`src/rtl/pia_pkg.sv`:
```
package pia_pkg;

    localparam int CTL_W = 8;

    // control register field positions
    localparam int CB_C1_IE   = 0;
    localparam int CB_C1_RISE = 1;
    localparam int CB_SEL_OUT = 2;
    localparam int CB_C2_IE   = 3;
    localparam int CB_C2_RISE = 4;
    localparam int CB_C2_OUT  = 5;
    localparam int CB_FLAG2   = 6;
    localparam int CB_FLAG1   = 7;

    typedef struct packed {
        logic rise;
        logic fall;
    } edge_t;

    function automatic logic pick_edge(input edge_t ev, input logic rising);
        return rising ? ev.rise : ev.fall;
    endfunction

endpackage

```
`src/rtl/pia_edge_sync.sv`:
```
module pia_edge_sync #(
    parameter int STAGES = 2
) (
    input  logic           clk,
    input  logic           rst,
    input  logic           pin,
    output pia_pkg::edge_t ev
);
    logic [STAGES:0] sh;

    always_ff @(posedge clk) begin
        if (rst) sh <= '0;
        else     sh <= {sh[STAGES-1:0], pin};
    end

    assign ev.rise =  sh[STAGES-1] & ~sh[STAGES];
    assign ev.fall = ~sh[STAGES-1] &  sh[STAGES];
endmodule

```
`src/rtl/pia_channel.sv`:
```
module pia_channel
    import pia_pkg::*;
#(
    parameter int DATA_W = 8
) (
    input  logic              clk,
    input  logic              rst,
    input  logic              sel,
    input  logic              reg_ctl,
    input  logic              rd,
    input  logic              wr,
    input  logic [DATA_W-1:0] wdata,
    input  logic [DATA_W-1:0] pins_in,
    input  edge_t             c1_ev,
    input  edge_t             c2_ev,
    output logic [DATA_W-1:0] rdata,
    output logic [DATA_W-1:0] out_q,
    output logic [DATA_W-1:0] ddr_q,
    output logic [CTL_W-1:0]  ctl_q,
    output logic              irq,
    output logic              c2_oe
);
    logic data_rd, data_wr, ctl_wr, c1_hit, c2_hit;
    logic [1:0] flag_nxt;

    assign data_rd = sel & rd & ~reg_ctl & ctl_q[CB_SEL_OUT];
    assign data_wr = sel & wr & ~reg_ctl;
    assign ctl_wr  = sel & wr &  reg_ctl;
    assign c1_hit  = pick_edge(c1_ev, ctl_q[CB_C1_RISE]);
    assign c2_hit  = pick_edge(c2_ev, ctl_q[CB_C2_RISE]) & ~ctl_q[CB_C2_OUT];

    always_comb begin
        flag_nxt = {ctl_q[CB_FLAG1], ctl_q[CB_FLAG2]};
        if (data_rd) flag_nxt = 2'b00;
        if (ctl_wr && wdata[CB_C2_OUT]) flag_nxt[0] = 1'b0;
        if (c1_hit) flag_nxt[1] = 1'b1;
        if (c2_hit) flag_nxt[0] = 1'b1;
    end

    always_ff @(posedge clk) begin
        if (rst) begin
            out_q <= '0;
            ddr_q <= '0;
            ctl_q <= '0;
        end else begin
            if (data_wr) begin
                if (ctl_q[CB_SEL_OUT]) out_q <= wdata;
                else                   ddr_q <= wdata;
            end
            if (ctl_wr) ctl_q[CB_C2_OUT:0] <= wdata[CB_C2_OUT:0];
            ctl_q[CB_FLAG1:CB_FLAG2] <= flag_nxt;
        end
    end

    always_comb begin
        if (reg_ctl)
            rdata = DATA_W'(ctl_q);
        else if (ctl_q[CB_SEL_OUT])
            rdata = (pins_in & ~ddr_q) | (out_q & ddr_q);
        else
            rdata = ddr_q;
    end

    assign irq   = (ctl_q[CB_FLAG1] & ctl_q[CB_C1_IE]) | (ctl_q[CB_FLAG2] & ctl_q[CB_C2_IE]);
    assign c2_oe = ctl_q[CB_C2_OUT];
endmodule

```
`src/rtl/pia_dual_port.sv`:
```
module pia_dual_port
    import pia_pkg::*;
#(
    parameter int DATA_W      = 8,
    parameter int SYNC_STAGES = 2
) (
    input  logic              clk,
    input  logic              rst,
    input  logic [1:0]        addr,
    input  logic [DATA_W-1:0] wdata,
    input  logic              wr,
    input  logic              rd,
    output logic [DATA_W-1:0] rdata,
    input  logic [DATA_W-1:0] pa_in,
    output logic [DATA_W-1:0] pa_out,
    output logic [DATA_W-1:0] pa_dir,
    input  logic              pa_c1,
    input  logic              pa_c2,
    output logic              pa_c2_oe,
    output logic              pa_irq,
    input  logic [DATA_W-1:0] pb_in,
    output logic [DATA_W-1:0] pb_out,
    output logic [DATA_W-1:0] pb_dir,
    input  logic              pb_c1,
    input  logic              pb_c2,
    output logic              pb_c2_oe,
    output logic              pb_irq
);
    localparam int NCH = 2;

    logic [NCH-1:0][DATA_W-1:0] pins, outs, ddrs, rds;
    logic [NCH-1:0][CTL_W-1:0]  ctl_q;
    logic [NCH-1:0]             c1_pin, c2_pin, irqs, oes;
    edge_t [NCH-1:0]            c1_ev, c2_ev;

    assign pins   = {pb_in, pa_in};
    assign c1_pin = {pb_c1, pa_c1};
    assign c2_pin = {pb_c2, pa_c2};

    for (genvar ch = 0; ch < NCH; ch++) begin : g_ch
        pia_edge_sync #(.STAGES(SYNC_STAGES)) u_s1 (
            .clk(clk), .rst(rst), .pin(c1_pin[ch]), .ev(c1_ev[ch]));
        pia_edge_sync #(.STAGES(SYNC_STAGES)) u_s2 (
            .clk(clk), .rst(rst), .pin(c2_pin[ch]), .ev(c2_ev[ch]));
        pia_channel #(.DATA_W(DATA_W)) u_chan (
            .clk(clk), .rst(rst),
            .sel(addr[1] == 1'(ch)), .reg_ctl(addr[0]),
            .rd(rd), .wr(wr), .wdata(wdata), .pins_in(pins[ch]),
            .c1_ev(c1_ev[ch]), .c2_ev(c2_ev[ch]),
            .rdata(rds[ch]), .out_q(outs[ch]), .ddr_q(ddrs[ch]),
            .ctl_q(ctl_q[ch]), .irq(irqs[ch]), .c2_oe(oes[ch]));
    end

    assign rdata    = rds[addr[1]];
    assign pa_out   = outs[0];
    assign pb_out   = outs[1];
    assign pa_dir   = ddrs[0];
    assign pb_dir   = ddrs[1];
    assign pa_irq   = irqs[0];
    assign pb_irq   = irqs[1];
    assign pa_c2_oe = oes[0];
    assign pb_c2_oe = oes[1];
endmodule

```
`config.mk`:
```
export PLATFORM = sky130hd
export DESIGN_NAME = pia_dual_port
export DESIGN_NICKNAME = d
export VERILOG_FILES = /design/src/rtl/pia_pkg.sv /design/src/rtl/pia_edge_sync.sv /design/src/rtl/pia_channel.sv /design/src/rtl/pia_dual_port.sv
export SDC_FILE = /design/constraint.sdc
export NUM_CORES = 1
export LEC_CHECK = 0
export BUFFER_PORTS_ARGS = -buffer_cell sky130_fd_sc_hd__clkbuf_2
export CORE_UTILIZATION = 35
export CTS_CLUSTER_DIAMETER = 150
export DETAILED_ROUTE_END_ITERATION = 10
export GPL_ROUTABILITY_DRIVEN = 0
export GPL_TIMING_DRIVEN = 0
export PLACE_DENSITY = 0.59
export RECOVER_POWER = 100
export SETUP_SLACK_MARGIN = 0.05
export SKIP_CTS_REPAIR_TIMING = 1
export SYNTH_ARGS = -nofsm -noshare
export SYNTH_HDL_FRONTEND = slang
export SYNTH_HIERARCHICAL = 1
export SYNTH_SLANG_ARGS = --single-unit
export TNS_END_PERCENT = 30
```
`constraint.sdc`:
```
create_clock -name clk -period 1.7 [get_ports clk]
set_input_delay 0.085 -clock clk [delete_from_list [all_inputs] [get_ports clk]]
set_output_delay 0.085 -clock clk [all_outputs]
set_load 0.01 [all_outputs]
```
After elaboration in Yosys (flattened, before gate mapping). Cells that the tools add are included.

Flip-flop bits (word level): 60. Logic and storage cells: 93. Output and inout port bits: 44. Input bits: 34.

Magnitude comparators: 1. Bitwise logic cells: 50. Multiplexer cells: 18. Reductions and logical operators: 10.

Operators by type and width (number): two-way mux 8 bit (6); AND 8 bit (4); AND 1 bit (26); NOT 8 bit (2); OR 8 bit (2); NOT 1 bit (14); two-way mux 1 bit (10); AND reduction 2 bit (4); nonzero test 3 bit (2); two-way mux 2 bit (2); nonzero test 2 bit (2); logical AND 1 bit (2); less-than comparator 1 x 2 -> 1 bit, second input constant (1); OR 1 bit (2).

Logic depth before layout (Yosys ltp). Gate-level depths: netlist of the first run.

Word-level depth: 7. Mapped depth: 6.

Cells and area by module. Netlist of the first run, hierarchy kept.

Modules (own cells, without submodules): pia_channel (area each 1127.3 um2, cells each 137, times used 2, sequential area each 480.5 um2); pia_edge_sync (area each 91.3 um2, cells each 8, times used 4, sequential area each 60.1 um2); pia_dual_port (area each 135.1 um2, cells each 10, times used 1, sequential area each 0.0 um2).

Worst setup path after synthesis of the first run. No wires, ideal clock.

Kind: register to output. Start: reg g_ch[0].u_chan.ctl_q[2]. End: out rdata[2]. Stages on the path, launching flop included: 7. Slack: 0.467 ns. Data arrival time: 1.148 ns. Required time: 1.615 ns. Cells stage by stage: dfxtp_1 buf_2 buf_4 nand2_1 o22ai_1 a21oi_1 mux2_4.

RTL lines: from (decl) (RTL line pia_channel.sv:19) `output logic [CTL_W-1:0] ctl_q,`; from (signal, indexed assignment) (RTL line pia_channel.sv:50) `if (ctl_wr) ctl_q[CB_C2_OUT:0] <= wdata[CB_C2_OUT:0];`; from (signal, indexed assignment) (RTL line pia_channel.sv:51) `ctl_q[CB_FLAG1:CB_FLAG2] <= flag_nxt;`; to (decl) (RTL line pia_dual_port.sv:13) `output logic [DATA_W-1:0] rdata,`.

==> qor.yml, run 1 <==
run_status:
  status: "finished, violations left"
  violations: "setup timing"
floorplan:
  chipWidth_um: 90.5
  dieArea_um2: 8190
  die_height_um: 90.5
  coreArea_um2: 7410
  num_io_pins: 78
  num_rows: 31
  initial_core_util_pct: 37.0
drt:
  avgRoutedWirePerCell_um: 15.5
  routed_wl_um: 7970
  drtIter0Drc: 143
  drtPass1Iterations: 4
  drc: 0
  vias: 2554
  ant_nets: 0
  vias_per_cell: 4.96
global_routing:
  grt_pass1_wl_um: 12300
  grt_max_degree: 15
  antenna_found_initial: 0
  grt_overflow: 0
  grt_pass1_vias: 2337
  grtUsageTotal_pct: 19.4
logic_synthesis:
  yosysWarnings: 6
  syn_inst: 314
  syn_area_um2: 2740
  synth_nets: 348
  avgSynthCellArea_um2: 8.73
sta:
  hold_viol_final: 0
  slew_headroom_pct: 62.4
  fin_ws_ns: -0.0237
  final_max_slew_viol_count: 0
  skew_ns: 0.00447
  fmax_mhz: 580
  worst_pin_slew_ns: 0.565
  period_minus_slack_ns: 1.72
  period_share_pct: 101
  finalSetupTns_ns: -0.0650
  rsz0062_at_grt: "yes"
  timing.hold.ws_ns: 0.0305
  setup_viol: 3
power:
  leakage_nw: 1.55
  power.share.combinational_pct: 10.7
  ir_drop_mv: 0.484
  p_int_w: 0.00246
  p_sw_share_pct: 24.0
  clockPowerShare_pct: 43.7
  p_switching_w: 0.000777
  powerDensity_nw_per_um2: 892
  total_power_w: 0.00324
  sequentialPowerShare_pct: 45.6
placement:
  placed_cell_area_um2: 3250
  post-dp-hpwl_um: 5560
  port_buffers: 77
setup_path:
  cp.arrival_ns: 1.64
  crit_type: "reg -> out"
  r2r_start: "g_ch[0].u_chan/ctl_q[2]"
  end_kind: "output port"
  crit_required_ns: 1.62
  startpoint_type: "register"
  crit_start: "g_ch[0].u_chan/ctl_q[2]"
  crit_fanout: 6
final_layout:
  fin_area_um2: 3630
  final_nets: 445
  fin_util_pct: 49.0
  syn2layout_area_growth_pct: 32.5
  antenna_cells: 0
  final_layout_size_suffix_gt1_share_pct: 26.4
flow_run:
  drv_cap: 0
clock_network:
  cts.sinks: 60
  cts_max_path_buffers: 2
  tritoncts: "done"
  htreeDepth: 3
  clk_pin_slew_ns: 0.06
  cts_buffers: 9
  insertion_delay_ns: 0.33
  clockRootBuffer: "clkbuf_8"
min_path:
  hp-class: "in -> reg"
  hp-start: "wdata[7]"
==> area by class of cell <==
type	instances	area, um^2
repair buffers	86	464
flip-flops and latches	60	1200
multi-input cells	232	1480
well taps	99	124
inverters	3	11.3
clock inverters	5	75.1
clock buffers	11	141
fillers	770	3780
plain buffers	19	133
==> worst paths after layout <==
path                                           endpoint  slack [ns]  cells past startpoint
worst max-delay path                           rdata[4]       -0.02                      7
worst min register to register       g_ch[1].u_s2/sh[1]        0.44                      1
worst min-delay path            g_ch[0].u_chan/out_q[7]        0.03                      3
worst max register to register  g_ch[0].u_chan/out_q[6]        0.30                      5
==> critical path: stages (launching register included) <==
cell,delay [ns]
dfxtp_2,0.33
buf_6,0.12
buf_6,0.13
nand2_1,0.06
nor2_1,0.04
o31ai_1,0.29
mux2_4,0.21
clkbuf_2,0.13
==> layer usage <==
layer	share of wire (%)	track usage, %	vias to the layer above
met5	0	0	-
met4	1.6	8.20	0
met3	4.9	3.87	12
met2	45	29.5	74
met1	48	26.7	1188
li1	-	-	1280
==> power groups by stage <==
stage / Combinational, W / Sequential (W) / Clock, W
6_report: 0.000346 / 0.00148 / 0.00142
3_5_place_dp: 0.000315 / 0.00151 / 0
2_1_floorplan: 0.000171 / 0.00151 / 0
3_3_place_gp: 0.000312 / 0.00150 / 0
5_1_grt: 0.000376 / 0.00148 / 0.00150
4_1_cts: 0.000317 / 0.00147 / 0.00144
==> state kept, by name, indices dropped and copies added (netlist names) <==
name / flops
g_ch.u_chan/ctl_q: 16
g_ch.u_chan/out_q: 16
g_ch.u_s2/sh: 6
g_ch.u_chan/ddr_q: 16
g_ch.u_s1/sh: 6
==> cell usage in the layout (no fill, tap or decap), types with 3 or more instances in the layout <==
cell,n
nand2_1,61
dfxtp_1,58
clkbuf_2,53
a21oi_1,36
nor2_1,35
clkbuf_1,31
mux2i_1,30
nor2b_1,20
clkbuf_8,10
buf_6,9
o31ai_1,9
mux2_4,8
o31ai_2,7
nand4b_1,6
buf_2,4
and3b_1,4
dlygate4sd3_1,4
inv_1,3
clkinv_2,3
buf_4,3
==> stage by stage <==
stage	setup WS (ns)	instances
final	-0.0237	515
after global routing	-0.116	515
after CTS	-0.315	506
after detailed placement	0.0579	490
after global placement	0.0803	490
after floorplan	0.467	314
Note: power is estimated with default switching activity, not from simulation.
==> run 2, diff against run 1 <==
--- a/config.mk
+++ b/config.mk
@@ -7,6 +7,7 @@
 export LEC_CHECK = 0
 export BUFFER_PORTS_ARGS = -buffer_cell sky130_fd_sc_hd__clkbuf_2
 export CORE_UTILIZATION = 35
+export CTS_BUF_LIST = sky130_fd_sc_hd__clkbuf_16
 export CTS_CLUSTER_DIAMETER = 150
 export DETAILED_ROUTE_END_ITERATION = 10
 export GPL_ROUTABILITY_DRIVEN = 0
==> qor.yml, run 2 (synthesis results as in run 1) <==
run_status:
  status: "finished, violations left"
  violations: "hold timing, setup timing"
min_path:
  whs_path_depth: 2  # -1
  holdPathEnd: "g_ch[0].u_s2/sh[0]"
  hp-start: "pa_c2"
  hp-class: "in -> reg"
sta:
  final_max_slew_viol_count: 0  # unchanged
  fmax_mhz: 579  # -0.24%
  period_share_pct: 102  # +0.25 points
  period_minus_slack_ns: 1.73  # +0.00417 ns
  hold_viol_final: 1  # +1
  rsz0062_at_grt: "yes"
  setup_viol: 2  # -1
  timing.hold.ws_ns: -0.0142  # -0.0447 ns
  worst_pin_slew_ns: 0.666  # +0.102 ns
  slew_headroom_pct: 55.6  # -6.8 points
  fin_ws_ns: -0.0278  # -0.00417 ns
  skew_ns: 0.00337  # -0.00110 ns
global_routing:
  grt_max_degree: 15  # unchanged
  antenna_found_initial: 0  # unchanged
  grt_overflow: 0  # unchanged
  grt_pass1_vias: 2345  # +0.34%
  grtUsageTotal_pct: 19.5  # +0.11 points
  grt_pass1_wl_um: 12300  # about the same
final_layout:
  fin_util_pct: 49.6  # +0.57 points
  layout_commonest_cell: "nand2_1"
  final_layout_size_suffix_gt1_share_pct: 22.2  # -4.2 points
  num-fill-cells: 759  # -1.4%
  syn2layout_area_growth_pct: 34.0
  reg_top3: "g_ch.u_chan/ctl_q (16), g_ch.u_chan/ddr_q (16), g_ch.u_chan/out_q (16)"
  ff_latch_area_um2: 1200  # unchanged
  antenna_cells: 0  # unchanged
  multi_input_comb_area_um2: 1470  # -0.42%
  final_nets: 443  # -0.45%
  final_cell_mix: "nand2_1, dfxtp_1, clkbuf_1"
  fin_area_um2: 3670  # +1.2%
clock_network:
  cts_max_path_buffers: 2  # unchanged
  clockRootBuffer: "clkbuf_16"
  htreeDepth: 3  # unchanged
  clk_pin_slew_ns: 0.05  # about the same
  cts.sinks: 60  # unchanged
  tritoncts: "done"
  insertion_delay_ns: 0.32  # about the same
  cts_buffers: 9  # unchanged
floorplan:
  die_height_um: 90.5  # unchanged
  initial_core_util_pct: 37.0  # unchanged
  chipWidth_um: 90.5  # unchanged
  num_io_pins: 78  # unchanged
  dieArea_um2: 8190  # unchanged
  num_rows: 31  # unchanged
  coreArea_um2: 7410  # unchanged
setup_path:
  cp_cell_sequence: "buf_6, buf_8, a21oi_1, o31ai_2, mux2_4, clkbuf_2"
  r2r_start: "g_ch[1].u_chan/ctl_q[2]"
  reg2reg_depth: 5  # unchanged
  crit_fanout: 10  # +4
  r2r_slack_ns: 0.31  # about the same
  end_kind: "output port"
  r2r_end: "g_ch[1].u_chan/out_q[4]"
  crit_type: "reg -> out"
  cp.arrival_ns: 1.64  # about the same
  crit_required_ns: 1.62  # about the same
  critical-path-max-stage-delay_ns: 0.34  # about the same
  slowest_stage: "dfxtp_2"
  startpoint_type: "register"
drt:
  drtPass1Iterations: 4  # unchanged
  avgRoutedWirePerCell_um: 15.5  # about the same
  vias_per_cell: 4.97  # +0.15%
  vias: 2548  # -0.23%
  routed_wl_um: 7940  # -0.34%
  drtIter0Drc: 140  # -2.1%
  drc: 0  # unchanged
  ant_nets: 0  # unchanged
flow_run:
  drv_cap: 0  # unchanged
placement:
  port_buffers: 77  # unchanged
  placed_cell_area_um2: 3250  # unchanged
  post-dp-hpwl_um: 5560  # unchanged
power:
  ir_drop_mv: 0.534  # +10%
  total_power_w: 0.00369  # +14%
  leakage_nw: 1.52  # -2.0%
  powerDensity_nw_per_um2: 1000  # +13%
run 2: changes by cell type in the layout (fill, tap and decap cells not counted), sizes merged:
| cell | delta |
|---|---|
| inv | +1 |
| dlygate4sd3 | -1 |
| clkinv | +1 |
| buf | -2 |
| clkbuf | -1 |
run 2: area by class of cell:
class                           count  share of cell area, %
Clock buffer                        9                   6.13
Sequential cell                    60                   32.8
Multi-Input combinational cell    232                   40.1
Inverter                            3                  0.307
Timing Repair Buffer               84                   11.5
Clock inverter                      7                   2.25
Buffer                             19                   3.61
Tap cell                           99                   3.37
run 2: worst max path at each step:
stage | startpoint | end | slack [ns] | depth (start not counted)
3_3_place_gp | g_ch[0].u_chan/ctl_q[2] | rdata[4] | 0.08 | 6
3_5_place_dp | g_ch[1].u_chan/ctl_q[2] | rdata[5] | 0.06 | 6
4_1_cts | g_ch[1].u_chan/ctl_q[2] | rdata[5] | -0.29 | 6
5_1_grt | g_ch[1].u_chan/ctl_q[2] | rdata[7] | -0.08 | 6
6_report | g_ch[1].u_chan/ctl_q[2] | rdata[4] | -0.03 | 6
2_1_floorplan | g_ch[0].u_chan/ctl_q[2] | rdata[2] | 0.47 | 6
run 2: worst max-delay path, delay by kind of cell, from the launching register on:
family	cells	cell delay, ns
multiplexers	1	0.20
flip-flops	1	0.34
buffers and inverters	3	0.42
AO/OA/AOI/OAI	2	0.36
run 2: power breakdown:
group | internal (W) | switching [W] | leakage, nW
clock network | 0.00126 | 0.000609 | 0.158
logic | 0.000150 | 0.000188 | 0.871
registers | 0.00145 | 0.0000305 | 0.489
total | 0.00286 | 0.000827 | 1.52
run 2: per-layer routing:
layer  up-vias  track usage [%]  share of wire, %
met4         0             9.41               1.8
met3        11             3.62               5.8
li1       1273                -                 -
met5         -                0                 0
met2        81             29.7                45
met1      1183             26.5                48
run 2: per-stage QoR:
| step | setup TNS, ns | instances | setup WS (ns) |
|---|---|---|---|
| global route | -0.406 | 513 | -0.0818 |
| global placement | 0 | 490 | 0.0803 |
| finish | -0.0401 | 513 | -0.0278 |
| CTS | -2.05 | 506 | -0.292 |
| detailed placement | 0 | 490 | 0.0579 |
| floorplan | 0 | 314 | 0.467 |
==> run 3, diff against run 2 <==
--- a/config.mk
+++ b/config.mk
@@ -5,16 +5,16 @@
 export SDC_FILE = /design/constraint.sdc
 export NUM_CORES = 1
 export LEC_CHECK = 0
-export BUFFER_PORTS_ARGS = -buffer_cell sky130_fd_sc_hd__clkbuf_2
-export CORE_UTILIZATION = 35
+export CORE_UTILIZATION = 45
 export CTS_BUF_LIST = sky130_fd_sc_hd__clkbuf_16
 export CTS_CLUSTER_DIAMETER = 150
 export DETAILED_ROUTE_END_ITERATION = 10
+export DONT_BUFFER_PORTS = 1
 export GPL_ROUTABILITY_DRIVEN = 0
 export GPL_TIMING_DRIVEN = 0
-export PLACE_DENSITY = 0.59
+export PLACE_DENSITY = 0.62
 export RECOVER_POWER = 100
-export SETUP_SLACK_MARGIN = 0.05
+export SETUP_SLACK_MARGIN = 0.3
 export SKIP_CTS_REPAIR_TIMING = 1
 export SYNTH_ARGS = -nofsm -noshare
 export SYNTH_HDL_FRONTEND = slang
==> qor.yml, run 3 (synthesis results as in run 1) <==
clock_network:
  htreeDepth: 3  # unchanged
  cts_max_path_buffers: 2  # unchanged
  clk_pin_slew_ns: 0.05  # about the same
  clockRootBuffer: "clkbuf_16"
  cts.sinks: 60  # unchanged
  insertion_delay_ns: 0.32  # about the same
  cts_buffers: 9  # unchanged
  tritoncts: "done"
drt:
  ant_nets: 0  # unchanged
  drtPass1Iterations: 4  # unchanged
  routed_wl_um: 7900  # -0.49%
  avgRoutedWirePerCell_um: 18.6  # +20%
  drtIter0Drc: 152  # +8.6%
  vias_per_cell: 5.71  # +15%
  route.met2.wl_um: 3630  # +2.7%
  wl_met3_um: 778  # +70%
  drc: 0  # unchanged
  maxUsedRoutingLayer: "met4"
  wl_met1_um: 3370  # -11%
  vias: 2427  # -4.7%
sta:
  period_minus_slack_ns: 1.60  # -0.123 ns
  worst_pin_slew_ns: 0.657  # -0.00944 ns
  hold_viol_final: 2  # +1
  rsz0062_at_grt: "yes"
  final_max_slew_viol_count: 0  # unchanged
  period_share_pct: 94.4  # -7.2 points
  setup_viol: 0  # -2
  slew_headroom_pct: 56.2  # +0.63 points
  skew_ns: 0.00414  # +0.000776 ns
  finalSetupTns_ns: 0  # +0.0401 ns
  timing.hold.ws_ns: -0.0298  # -0.0156 ns
  fmax_mhz: 623  # +7.7%
setup_path:
  end_kind: "output port"
  cp_cell_sequence: "buf_6, buf_6, a21oi_1, o31ai_2, mux2_4"
  crit_fanout: 10  # unchanged
  crit_type: "reg -> out"
  critical-path-max-stage-delay_ns: 0.34  # about the same
  reg2reg_depth: 5  # unchanged
  startpoint_type: "register"
  r2r_slack_ns: 0.27  # -0.04 ns
  worstSetupPathDepth: 5  # -1
  cp_num_buf_inv: 2  # -1
  cpMostUsedCell: "buf_6"
  cp.arrival_ns: 1.52  # -0.12 ns
  slowest_stage: "dfxtp_2"
  cp_top_family: "compound AO/OA/AOI/OAI gates"
  crit_required_ns: 1.62  # about the same
final_layout:
  final_cell_mix: "nand2_1, dfxtp_1, nor2_1"
  final_nets: 380  # -14%
  final_layout_size_suffix_gt1_share_pct: 18.9  # -3.4 points
  fin_util_pct: 58.7  # +9.1 points
  layoutNonFillerInstCount: 425  # -17%
  fin_area_um2: 3450  # -5.9%
  antenna_cells: 0  # unchanged
  reg_top3: "g_ch.u_chan/ctl_q (16), g_ch.u_chan/ddr_q (16), g_ch.u_chan/out_q (16)"
  syn2layout_area_growth_pct: 26.1
placement:
  placed_cell_area_um2: 2830  # -13%
  post-dp-hpwl_um: 5040  # -9.4%
  dp.cells: 389  # -21%
  port_buffers: 0  # -100%
floorplan:
  chipWidth_um: 80.0  # -12%
  coreArea_um2: 5890  # -21%
  num_io_pins: 78  # unchanged
  num_rows: 28  # -9.7%
  initial_core_util_pct: 46.6  # +9.6 points
  dieArea_um2: 6410  # -22%
  die_height_um: 80.0  # -12%
global_routing:
  grtUsageTotal_pct: 23.5  # +4.0 points
  antenna_found_initial: 0  # unchanged
  grt_pass1_wl_um: 11000  # -11%
  grt_overflow: 0  # unchanged
  grt_max_degree: 15  # unchanged
  grt_pass1_vias: 2097  # -11%
min_path:
  whs_path_depth: 2  # unchanged
  hp-class: "in -> reg"
power:
  ir_drop_mv: 0.609  # +14%
  leakage_nw: 1.35  # -11%
  powerDensity_nw_per_um2: 961  # -4.3%
flow_run:
  drv_cap: 0  # unchanged
run_status:
  status: "finished, violations left"
  violations: "hold timing"
run 3: path summary, 6_finish.rpt:
kind,to,startpoint
hold / removal,g_ch[1].u_chan/ctl_q[5],addr[1]
setup / recovery,rdata[1],g_ch[1].u_chan/ctl_q[2]
setup reg to reg,g_ch[1].u_chan/ddr_q[6],g_ch[1].u_chan/ctl_q[2]
hold reg to reg,g_ch[0].u_s1/sh[1],g_ch[0].u_s1/sh[0]
run 3: power breakdown:
group	switching [W]	internal [W]	total, W
logic	0.000164	0.000130	0.000294
registers	0.0000421	0.00145	0.00149
clock network	0.000587	0.000948	0.00153
run 3: cell type report:
cell class                      count  area [um^2]
Sequential cell                    60         1200
Fill cell                         525         2430
Timing Repair Buffer               21          215
Tap cell                           75         93.8
Multi-Input combinational cell    232         1560
Inverter                            3         11.3
Clock inverter                      6         25.0
Buffer                             19          120
Clock buffer                        9          225
run 3: through the flow:
stage | setup slack (ns) | power [W]
2_1_floorplan | 0.467 | 0.00168
3_3_place_gp | 0.189 | 0.00173
3_5_place_dp | 0.136 | 0.00173
4_1_cts | -0.210 | 0.00326
5_1_grt | 0.0440 | 0.00343
6_report | 0.0952 | 0.00332
run 3: layer usage:
metal  vias to the layer above  track usage (%)
met5                         -                0
met3                        14             7.66
li1                       1154                -
met4                         0             9.64
met1                      1137             30.2
met2                       122             36.1
